[src/rtl/cmdwin_pkg.sv]
package cmdwin_pkg;
  localparam int WORD_W   = 64;
  localparam int BUS_AW   = 32;
  localparam int BUS_DW   = 32;
  localparam int SIZE_W   = 4;
  // MSB-0 positions converted to LSB-0 indices
  localparam int RD_BIT   = WORD_W - 1 - 15;   // 48
  localparam int SIZE_LSB = WORD_W - 1 - 7;    // 56
  localparam int DONE_BIT = WORD_W - 1 - 52;   // 11
  localparam int RD_SHIFT = WORD_W - 1 - 37;   // 26

  typedef enum logic [1:0] {
    REG_CMD  = 2'd0,
    REG_RST  = 2'd1,
    REG_STAT = 2'd2,
    REG_DATA = 2'd3
  } regIdx_e;

  typedef struct packed {
    logic loadData;
    logic startXfer;
    logic endOk;
    logic endErr;
    logic clrStat;
  } strobe_t;
endpackage

[src/rtl/cmdwin_ctrl.sv]
module cmdwin_ctrl
  import cmdwin_pkg::*;
(
  input  logic    clk,
  input  logic    rstN,
  input  logic    hostSel,
  input  logic    hostWr,
  input  regIdx_e regIdx,
  input  logic    busAck,
  input  logic    busErr,
  output logic    busy,
  output strobe_t strb
);
  logic wrAccess, rdAccess;

  assign wrAccess = hostSel && hostWr;
  assign rdAccess = hostSel && !hostWr;

  always_comb begin
    strb.loadData  = wrAccess && (regIdx == REG_DATA);
    strb.startXfer = wrAccess && (regIdx == REG_CMD) && !busy;
    strb.endOk     = busy && busAck;
    strb.endErr    = busy && busErr && !busAck;
    strb.clrStat   = rdAccess && (regIdx == REG_STAT);
  end

  always_ff @(posedge clk) begin
    if (!rstN) begin
      busy <= 1'b0;
    end else if (strb.startXfer) begin
      busy <= 1'b1;
    end else if (strb.endOk || strb.endErr) begin
      busy <= 1'b0;
    end
  end

  AST_REQ_HOLD: assert property (@(posedge clk) disable iff (!rstN)
    busy && !busAck && !busErr |=> busy) else $error("request dropped early");
  AST_END_DROPS_REQ: assert property (@(posedge clk) disable iff (!rstN)
    busy && (busAck || busErr) |=> !busy) else $error("request held after response");
endmodule

[src/rtl/cmdwin_dpath.sv]
module cmdwin_dpath
  import cmdwin_pkg::*;
(
  input  logic                clk,
  input  logic                rstN,
  input  strobe_t             strb,
  input  logic                busy,
  input  regIdx_e             regIdx,
  input  logic [WORD_W-1:0]   hostWdata,
  output logic [WORD_W-1:0]   hostRdata,
  output logic                busWr,
  output logic [BUS_AW-1:0]   busAddr,
  output logic [SIZE_W-1:0]   busSize,
  output logic [BUS_DW-1:0]   busWdata,
  input  logic [BUS_DW-1:0]   busRdata
);
  localparam logic [WORD_W-1:0] DONE_MASK = WORD_W'(1) << DONE_BIT;

  logic                xIsRd;
  logic [BUS_AW-1:0]   xAddr;
  logic [SIZE_W-1:0]   xSize;
  logic [BUS_DW-1:0]   dataReg;
  logic [WORD_W-1:0]   statReg;
  logic [BUS_DW-1:0]   rdWord;
  logic [WORD_W-1:0]   statNext;

  always_ff @(posedge clk) begin
    if (!rstN) begin
      xIsRd <= 1'b0;
      xAddr <= '0;
      xSize <= '0;
    end else if (strb.startXfer) begin
      xIsRd <= hostWdata[RD_BIT];
      xAddr <= hostWdata[BUS_AW-1:0];
      xSize <= hostWdata[SIZE_LSB +: SIZE_W];
    end
  end

  always_ff @(posedge clk) begin
    if (!rstN) begin
      dataReg <= '0;
    end else if (strb.loadData) begin
      dataReg <= hostWdata[WORD_W-1 -: BUS_DW];
    end
  end

  assign rdWord = strb.endOk ? busRdata : '1;

  always_comb begin
    if (xIsRd) begin
      statNext = DONE_MASK | (WORD_W'(rdWord) << RD_SHIFT);
    end else begin
      statNext = DONE_MASK;
    end
  end

  always_ff @(posedge clk) begin
    if (!rstN) begin
      statReg <= '0;
    end else if (strb.endOk || strb.endErr) begin
      statReg <= statNext;
    end else if (strb.startXfer || strb.clrStat) begin
      statReg <= '0;
    end
  end

  always_comb begin
    unique case (regIdx)
      REG_STAT: hostRdata = statReg;
      REG_DATA: hostRdata = {dataReg, {(WORD_W-BUS_DW){1'b0}}};
      default:  hostRdata = '0;
    endcase
  end

  assign busWr    = !xIsRd;
  assign busAddr  = xAddr;
  assign busSize  = xSize;
  assign busWdata = dataReg;

  AST_BUSY_STAT_ZERO: assert property (@(posedge clk) disable iff (!rstN)
    busy |-> statReg == '0) else $error("status nonzero in flight");
  AST_CMD_HELD: assert property (@(posedge clk) disable iff (!rstN)
    busy && $past(busy) |-> $stable(xAddr) && $stable(xIsRd)) else $error("command changed in flight");
  AST_STAT_CLEAR: assert property (@(posedge clk) disable iff (!rstN)
    strb.clrStat && !strb.endOk && !strb.endErr |=> statReg == '0) else $error("status not cleared");
  AST_DONE_SET: assert property (@(posedge clk) disable iff (!rstN)
    strb.endOk || strb.endErr |=> statReg[DONE_BIT]) else $error("done missing");
endmodule

[src/rtl/cmdwin_bridge.sv]
module cmdwin_bridge
  import cmdwin_pkg::*;
#(
  parameter int HOST_AW = 16
) (
  input  logic               clk,
  input  logic               rstN,
  input  logic               hostSel,
  input  logic               hostWr,
  input  logic [HOST_AW-1:0] hostAddr,
  input  logic [63:0]        hostWdata,
  output logic [63:0]        hostRdata,
  output logic               busReq,
  output logic               busWr,
  output logic [31:0]        busAddr,
  output logic [3:0]         busSize,
  output logic [31:0]        busWdata,
  input  logic [31:0]        busRdata,
  input  logic               busAck,
  input  logic               busErr
);
  regIdx_e regIdx;
  strobe_t strb;
  logic    busy;

  assign regIdx = regIdx_e'(hostAddr[4:3]);
  assign busReq = busy;

  cmdwin_ctrl u_ctrl (
    .clk     (clk),
    .rstN    (rstN),
    .hostSel (hostSel),
    .hostWr  (hostWr),
    .regIdx  (regIdx),
    .busAck  (busAck),
    .busErr  (busErr),
    .busy    (busy),
    .strb    (strb)
  );

  cmdwin_dpath u_dpath (
    .clk       (clk),
    .rstN      (rstN),
    .strb      (strb),
    .busy      (busy),
    .regIdx    (regIdx),
    .hostWdata (hostWdata),
    .hostRdata (hostRdata),
    .busWr     (busWr),
    .busAddr   (busAddr),
    .busSize   (busSize),
    .busWdata  (busWdata),
    .busRdata  (busRdata)
  );
endmodule

[config.mk]
export PLATFORM = sky130hd
export DESIGN_NAME = cmdwin_bridge
export DESIGN_NICKNAME = d
export VERILOG_FILES = /design/src/rtl/cmdwin_pkg.sv /design/src/rtl/cmdwin_ctrl.sv /design/src/rtl/cmdwin_dpath.sv /design/src/rtl/cmdwin_bridge.sv
export SDC_FILE = /design/constraint.sdc
export NUM_CORES = 1
export LEC_CHECK = 0
export BUFFER_PORTS_ARGS = -buffer_cell sky130_fd_sc_hd__buf_4
export CORE_MARGIN = 10
export CORE_UTILIZATION = 46
export CTS_CLUSTER_DIAMETER = 120
export DETAILED_ROUTE_END_ITERATION = 8
export PLACE_DENSITY = 0.81
export SYNTH_ARGS = -nofsm -noshare
export SYNTH_HDL_FRONTEND = slang
export SYNTH_SLANG_ARGS = --single-unit
[constraint.sdc]
create_clock -name clk -period 1.5 [get_ports clk]
set_input_delay 0.225 -clock clk [delete_from_list [all_inputs] [get_ports clk]]
set_output_delay 0.225 -clock clk [all_outputs]
set_load 0.005 [all_outputs]
==> results of run 1 <==
==> layout by cell type (no fill, tap or decap) <==
cell,n
dfxtp_2,1
o21a_1,1
nor2b_1,27
o21ai_2,2
inv_1,2
nor2b_2,2
nand2b_1,2
clkinv_2,1
a21oi_1,32
o2111ai_1,1
a21boi_0,9
a21boi_1,23
and4_1,1
and2_1,8
nand4_1,1
xor2_1,1
a31o_1,3
and3_1,7
dfxtp_1,102
nor3_1,1
buf_4,229
nand2_1,170
and2_4,1
buf_12,4
nor3b_2,1
bufinv_16,2
inv_6,1
nand3_1,1
clkbuf_8,12
a31o_2,29
mux2i_1,63
conb_1,25
==> metrics by stage <==
step | hold WS, ps | std cells
3_5_place_dp | 449.9 | 885
5_1_grt | 83.44 | 901
2_1_floorplan | 359.8 | 589
3_3_place_gp | 442.6 | 885
4_1_cts | 77.80 | 901
6_report | 99.42 | 901
==> state kept, by name, summed over array words and instances (netlist names) <==
register and flops:
u_dpath.busAddr 32, u_ctrl.busy 1, u_dpath.statReg 33, u_dpath.busSize 4
u_dpath.xIsRd 1, u_dpath.busWdata 32
==> per-layer routing <==
metal  global-route usage, %  up-vias  wire, um
met5                       0        -         0
met4                   8.027        0       364
met3                   10.06       29      2155
met2                   32.60      194      7199
met1                   20.38     2062      5647
li1                        -     2218         -
==> area by class of cell <==
| type | count | area, um^2 |
|---|---|---|
| fill | 869 | 3573 |
| multi-input combinational | 411 | 2425 |
| sequential | 103 | 2063 |
| timing repair buffer | 233 | 1799 |
| tap | 136 | 170.2 |
| clock buffer | 12 | 165.2 |
| clock inverter | 4 | 73.82 |
| inverter | 2 | 7.507 |
==> synth_stat cells <==
cell / instances / area (um^2)
xor2_1: 1 / 8.760
nor2b_1: 28 / 175.2
a21boi_0: 9 / 67.56
a31o_2: 29 / 254.0
mux2i_1: 63 / 630.6
clkbuf_1: 22 / 82.58
and3_1: 7 / 43.79
dfxtp_1: 103 / 2062
nand4_1: 1 / 6.260
and2_1: 8 / 50.05
clkbuf_2: 1 / 5.000
o21a_1: 1 / 7.510
nand2_1: 170 / 638.1
buf_4: 29 / 217.7
nand3_1: 1 / 5.000
nor3b_2: 1 / 12.51
nand2b_1: 2 / 12.51
buf_2: 16 / 80.08
o21ai_1: 1 / 5.000
a21boi_1: 23 / 172.7
inv_1: 2 / 7.510
conb_1: 1 / 3.750
and4_1: 1 / 8.760
nor2b_2: 1 / 8.760
a21oi_1: 32 / 160.2
a31o_1: 3 / 26.28
buf_6: 2 / 22.52
and2_4: 1 / 8.760
o21ai_2: 1 / 8.760
buf_8: 3 / 45.04
o2111ai_1: 1 / 8.760
nor3_1: 1 / 5.000
==> report_power, final <==
part	leakage (nW)	internal, mW	switching (mW)
logic	2.10	0.356	0.314
clock network	0.123	1.08	0.944
registers	0.833	2.77	0.0288
==> cells by family (layout without fill, tap and decap cells) <==
kind of cell	after synthesis	count (layout)	synth area share, %
buf+inv	75	251	9.492
xor+xnor	1	1	0.1806
mux	63	63	13.00
flops	103	103	42.51
other cells	1	25	0.07731
compound gates	100	100	14.65
simple gates	222	222	20.09
==> path summary, 6_finish.rpt <==
check / startpoint / to / depth (start not counted)
hold reg to reg: u_dpath.busAddr[2] / u_dpath.busAddr[2] / 2
hold / removal: hostWdata[46] / u_dpath.busWdata[14] / 3
setup reg to reg: u_ctrl.busy / u_dpath.busAddr[8] / 4
setup / recovery: u_dpath.busWdata[25] / hostRdata[57] / 3
==> worst max-delay path, delay by kind of cell (launching register included) <==
kind	cells	cell delay, ps
buffers and inverters	1	140
AND/OR/NAND/NOR	1	180
multiplexers	1	100
flip-flops	1	380
==> results.toml, run 1 <==
[cells_and_area]
syn_to_final_growth_pct = 38.20
drive_above_1_share_pct = 37.25
finalNetCount = 878
design_area_um2 = 6704
n_antenna_cell = 0
fin_util_pct = 65.23

[worst_setup_path]
crit_required_ps = 1270
cp_cell_sequence = "mux2i_1 -> nor2b_2 -> buf_4"
cp-start-kind = "flip-flop"
cp.arrival_ps = 1160
crit_type = "flip-flop to output port"
cp_slowest_cell = "dfxtp_2"
path_max_fanout = 3
r2r_slack_ps = 130
crit_path_end_kind = "output port"
slowest_delay_ps = 380

[logic_synthesis]
synth_cells = 565
ys_types = 32
synth_sequential_area_ratio_pct = 42.51
synth.cell_area_um2 = 4851
synth-seq-cells = 103
syn_avg_cell_area_um2 = 8.586
ys.warnings.count = 0

[pwr]
power.density_nw_per_um2 = 820.2
peakVddDrop_mv = 0.4991
cellLeakagePower_nw = 3.052
fin_total_pwr_mw = 5.498

[floorplan]
dieHeight_um = 122.7
dieArea_um2 = 15050
placementRows = 37
die_x_um = 122.7
pin_count = 252
core_um2 = 10280
start_util_pct = 47.20

[clock_tree]
post-cts-setup-buffers = 0
cts_tree = "done"
ctsRootBufferMaster = "clkbuf_8"
cts_resized = 1
cts.sinks = 103
cts_buffer_depth = 2
clkTransAtPathRegs_ps = 90
postCtsHoldBufs = 0
clock_latency_ps = 360
numCtsBuffers = 9
cts.htree.levels = 3

[grt]
grt_pass1_wl_mm = 23.63
grt_use_total_pct = 19.52
grt_max_degree = 88
gr-total-overflow = 0
grt_antenna_before_repair = 0
grt_pass1_vias = 4647

[sta]
min_period_ps = 1386
hold_violations = 0
setup_viol = 0
period_share_pct = 92.38
timing.fmax_ghz = 0.7217
drv_slew = 0
setup_slack_ps = 114.4
fin_skew_ps = 5.297
rsz0062_at_grt = "false"
tns_ps = 0

[run_status]
outcome = "completed"

[detailed_routing]
vias = 4503
first_pass_iters = 4
antenna_left = 0
via_per_inst = 4.998
routed_wl_mm = 15.37
initialDrtViolationCount = 179
routedWlPerCell_um = 17.06
drc = 0

[place]
routabilityCongestion = 0.8717
dp_slack_ps = 69.78
io_buffers = 212
hpwl_mm = 11.91
dpl_cell_area_um2 = 6461

[run]
maxCapViolations = 0

[worst_hold_path]
hp-class = "input port to flip-flop"
Power figures use the tool's default switching activity.
==> run 2: changes to the inputs <==
--- a/config.mk
+++ b/config.mk
@@ -10,6 +10,7 @@
 export CORE_UTILIZATION = 46
 export CTS_CLUSTER_DIAMETER = 120
 export DETAILED_ROUTE_END_ITERATION = 8
+export GPL_TIMING_DRIVEN = 0
 export PLACE_DENSITY = 0.81
 export SYNTH_ARGS = -nofsm -noshare
 export SYNTH_HDL_FRONTEND = slang
==> results.toml, run 2 (same netlist as run 1, synthesis figures left out) <==
[pwr]
fin_total_pwr_mw = 5.214
peakVddDrop_mv = 0.5570
power.density_nw_per_um2 = 755.2
cellLeakagePower_nw = 3.197

[clock_tree]
cts.sinks = 103
cts.htree.levels = 3
numCtsBuffers = 9
ctsRootBufferMaster = "clkbuf_8"
postCtsHoldBufs = 0
clock_latency_ps = 370
cts_tree = "done"
cts_buffer_depth = 2
clkTransAtPathRegs_ps = 100

[cells_and_area]
n_antenna_cell = 0
regMostFlops = "u_dpath.statReg"
finalNetCount = 929
design_area_um2 = 6904
syn_to_final_growth_pct = 42.33
largest_reg_flops = 33
fin_util_pct = 67.18
final_cell_mix = "242 x buf_4, 170 x nand2_1, 101 x dfxtp_1"
drive_above_1_share_pct = 39.09
final_common_cell = "buf_4"
finalNonFillerCells = 952

[sta]
min_period_ps = 1450
fin_skew_ps = 6.086
setup_slack_ps = 50.07
slew_headroom_pct = 63.60
setup_viol = 0
tns_ps = 0
hold_violations = 0
period_share_pct = 96.66
fin_worst_hold_slack_ps = 92.59
tightestPinTransition_ps = 546.0
timing.fmax_ghz = 0.6897
drv_slew = 0
rsz0062_at_grt = "false"

[place]
dp.cells = 935
hpwl_mm = 13.17
io_buffers = 210
routabilityCongestion = 0.8667
dpl_cell_area_um2 = 6688
dp_slack_ps = -86.87

[floorplan]
core_um2 = 10280
start_util_pct = 47.20
die_x_um = 122.7
dieArea_um2 = 15050
placementRows = 37
dieHeight_um = 122.7
pin_count = 252

[grt]
grt_max_degree = 17
grt_pass1_vias = 4781
grt_pass1_wl_mm = 25.14
grt_antenna_before_repair = 0
grt_use_total_pct = 20.93
gr-total-overflow = 0

[worst_setup_path]
crit_type = "input port to output port"
crit_path_end_kind = "output port"
cp.arrival_ps = 1220
crit_required_ps = 1270
cp-start-kind = "input port"
path_max_fanout = 10

[run_status]
outcome = "completed"

[detailed_routing]
first_pass_iters = 6
drc = 0
via_per_inst = 4.936
vias = 4699
antenna_left = 0
routedWlPerCell_um = 17.31
routed_wl_mm = 16.48
initialDrtViolationCount = 297

[worst_hold_path]
hp-class = "input port to flip-flop"

[run]
maxCapViolations = 0
## run 2: final timing paths
check	from	to	slack, ps	cells after the start
setup / recovery	hostAddr[4]	hostRdata[26]	50	5
hold / removal	hostWdata[42]	u_dpath.busWdata[10]	90	3
setup reg to reg	u_dpath.xIsRd	u_dpath.statReg[44]	80	4
hold reg to reg	u_dpath.busAddr[7]	u_dpath.busAddr[7]	460	2
## run 2: layer usage
metal | share of wire, % | up-vias | wire, um | GRT usage (%)
met5 | 0 | - | 0 | 0
met4 | 1.9 | 0 | 314 | 7.216
met3 | 13 | 21 | 2076 | 9.734
met2 | 48 | 203 | 7868 | 35.11
met1 | 38 | 2158 | 6224 | 22.85
li1 | - | 2317 | - | -
## run 2: area by class of cell
class	count	area, um^2
inverters	2	7.507
clock buffers	12	155.1
flip-flops and latches	103	2064
clock inverters	4	28.78
fillers	875	3373
well taps	136	170.2
repair buffers	211	1584
multi-input cells	411	2425
plain buffers	73	469.2
## run 2: repair_timing
item | CTS | global route
setup endpoints to repair | 4 | 54
pin swaps | 0 | 1
buffers inserted | 0 | 1
resized for setup | 4 | 13
gates cloned | 0 | 0
## run 2: where the power goes
part | internal (mW) | switching, mW
sequential | 2.77 | 0.0300
clock | 0.700 | 0.974
combinational | 0.399 | 0.337
total | 3.87 | 1.34
## run 2: critical path: stages
cell and delay (ps):
buf_4 100, buf_4 160, nor2b_1 420, and2_1 210
buf_4 110
==> run 3: changes to the inputs <==
--- a/config.mk
+++ b/config.mk
@@ -12,6 +12,7 @@
 export DETAILED_ROUTE_END_ITERATION = 8
 export GPL_TIMING_DRIVEN = 0
 export PLACE_DENSITY = 0.81
+export RECOVER_POWER = 25
 export SYNTH_ARGS = -nofsm -noshare
 export SYNTH_HDL_FRONTEND = slang
 export SYNTH_SLANG_ARGS = --single-unit
==> results.toml, run 3 (same netlist as run 1, synthesis figures left out) <==
[run_status]
outcome = "completed"

[grt]
grt_use_met1_pct = 22.85
grt_busiest_layer = "met2"
grt_pass1_vias = 4781
grt_pass1_wl_mm = 25.14
grt_use_total_pct = 20.93
grt_max_degree = 17
grt_antenna_before_repair = 0
gr-total-overflow = 0
use_met3_pct = 9.734
grt.met2_usage_pct = 35.11

[worst_setup_path]
cpMostUsedCell = "buf_4"
cp_top_family = "simple AND/OR/NAND/NOR gates"
crit_path_end_kind = "output port"
path_max_fanout = 10
crit-reg2reg-launch = "u_dpath.xIsRd"
cp-startpoint = "hostAddr[4]"
cp_cell_sequence = "buf_4 -> buf_4 -> nor2b_1 -> and2_1 -> buf_4"
critPathBufInv = 3
r2r_slack_ps = 80
timing.rr.end = "u_dpath.statReg[44]"
cp_slowest_cell = "nor2b_1"
slowest_delay_ps = 400
cp.arrival_ps = 1200
crit_required_ps = 1270
cp-start-kind = "input port"
ff2ff_path_depth = 4
crit_type = "input port to output port"

[clock_tree]
numCtsBuffers = 9
cts.htree.levels = 3
clock_latency_ps = 370
cts.sinks = 103
cts_buffer_depth = 2
ctsRootBufferMaster = "clkbuf_8"
clkTransAtPathRegs_ps = 100
cts_tree = "done"

[cells_and_area]
final_common_cell = "buf_4"
regMostFlops = "u_dpath.statReg"
finalNetCount = 929
largest_reg_flops = 33
n_antenna_cell = 0
final_cell_mix = "194 x buf_4, 170 x nand2_1, 101 x dfxtp_1"
fillers = 894
drive_above_1_share_pct = 37.25
finalNonFillerCells = 952
syn_to_final_growth_pct = 41.17

[detailed_routing]
antenna_left = 0
vias = 4715
initialDrtViolationCount = 354
routedWlPerCell_um = 17.31
via_per_inst = 4.953
drc = 0
routed_wl_mm = 16.48
first_pass_iters = 4

[sta]
slew_headroom_pct = 63.64
setup_slack_ps = 73.60
fin_skew_ps = 7.527
setup_viol = 0
fin_worst_hold_slack_ps = 93.51
min_period_ps = 1426
hold_violations = 0
drv_slew = 0
rsz0062_at_grt = "false"
timing.fmax_ghz = 0.7011
tightestPinTransition_ps = 545.5
tns_ps = 0
period_share_pct = 95.09

[worst_hold_path]
min_from = "hostWdata[42]"
whs_path_depth = 3
hp-class = "input port to flip-flop"
min_to = "u_dpath.busWdata[10]"

[floorplan]
die_x_um = 122.7
core_um2 = 10280
pin_count = 252
start_util_pct = 47.20
dieArea_um2 = 15050
dieHeight_um = 122.7
placementRows = 37

[run]
maxCapViolations = 0

[place]
routabilityCongestion = 0.8667
dp_slack_ps = -86.87
dp.cells = 935
hpwl_mm = 13.17
io_buffers = 210

[pwr]
fin_total_pwr_mw = 5.198
p_sw_share_pct = 25.65
power_frac_clock_pct = 32.1
peakVddDrop_mv = 0.5527
power.density_nw_per_um2 = 759.0
p_switching_mw = 1.333
sequentialPowerShare_pct = 53.9
intPower_mw = 3.865
cellLeakagePower_nw = 3.114
combPwrFrac_pct = 14.0
run 3: power groups by stage:
stage / registers (mW) / clock network (mW) / logic (mW)
after global routing: 2.81 / 1.79 / 0.798
after detailed placement: 2.87 / 0 / 0.726
after floorplan: 2.86 / 0 / 0.348
final: 2.80 / 1.67 / 0.727
after CTS: 2.80 / 1.69 / 0.730
after global placement: 2.86 / 0 / 0.712
run 3: final cells by class:
class	count	area, um^2	area share [%]
flip-flops and latches	103	2064	30.15
well taps	136	170.2	2.485
repair buffers	211	1528	22.31
clock buffers	12	155.1	2.266
plain buffers	73	469.2	6.852
multi-input cells	411	2425	35.41
inverters	2	7.507	0.1096
clock inverters	4	28.78	0.4202
run 3: through the flow:
stage	cell area, um^2	utilization, %
2_1_floorplan	4941	-
3_3_place_gp	6688	65.07
3_5_place_dp	6688	65.07
4_1_cts	6878	66.92
5_1_grt	6848	66.63
6_report	6848	66.63
run 3: worst reg2reg max path: stages, from the launching register on:
cell	delay [ps]
dfxtp_1	380
nand3_1	250
clkbuf_1	380
a21oi_1	90
a31o_2	220
run 3: routing by layer:
| layer | vias to the layer above | share of wire (%) |
|---|---|---|
| li1 | 2320 | - |
| met1 | 2175 | 37 |
| met2 | 201 | 48 |
| met3 | 19 | 13 |
| met4 | 0 | 1.6 |
| met5 | - | 0 |
run 3: worst max path at each step:
| stage | to | slack, ps | depth (start not counted) |
|---|---|---|---|
| finish | hostRdata[26] | 70 | 5 |
| CTS | hostRdata[61] | 0.5 | 5 |
| detailed placement | hostRdata[57] | -90 | 5 |
| global route | hostRdata[11] | 1 | 5 |
| floorplan | u_dpath.statReg[27] | 260 | 5 |
| global placement | hostRdata[36] | -60 | 5 |
run 3: what timing repair did:
| action | in CTS | in global routing |
|---|---|---|
| pin swaps | 0 | 1 |
| resized for setup | 4 | 13 |
| buffers inserted | 0 | 1 |
| hold endpoints to repair | 0 | 0 |
| hold buffers | 0 | 0 |
| setup endpoints to repair | 4 | 54 |
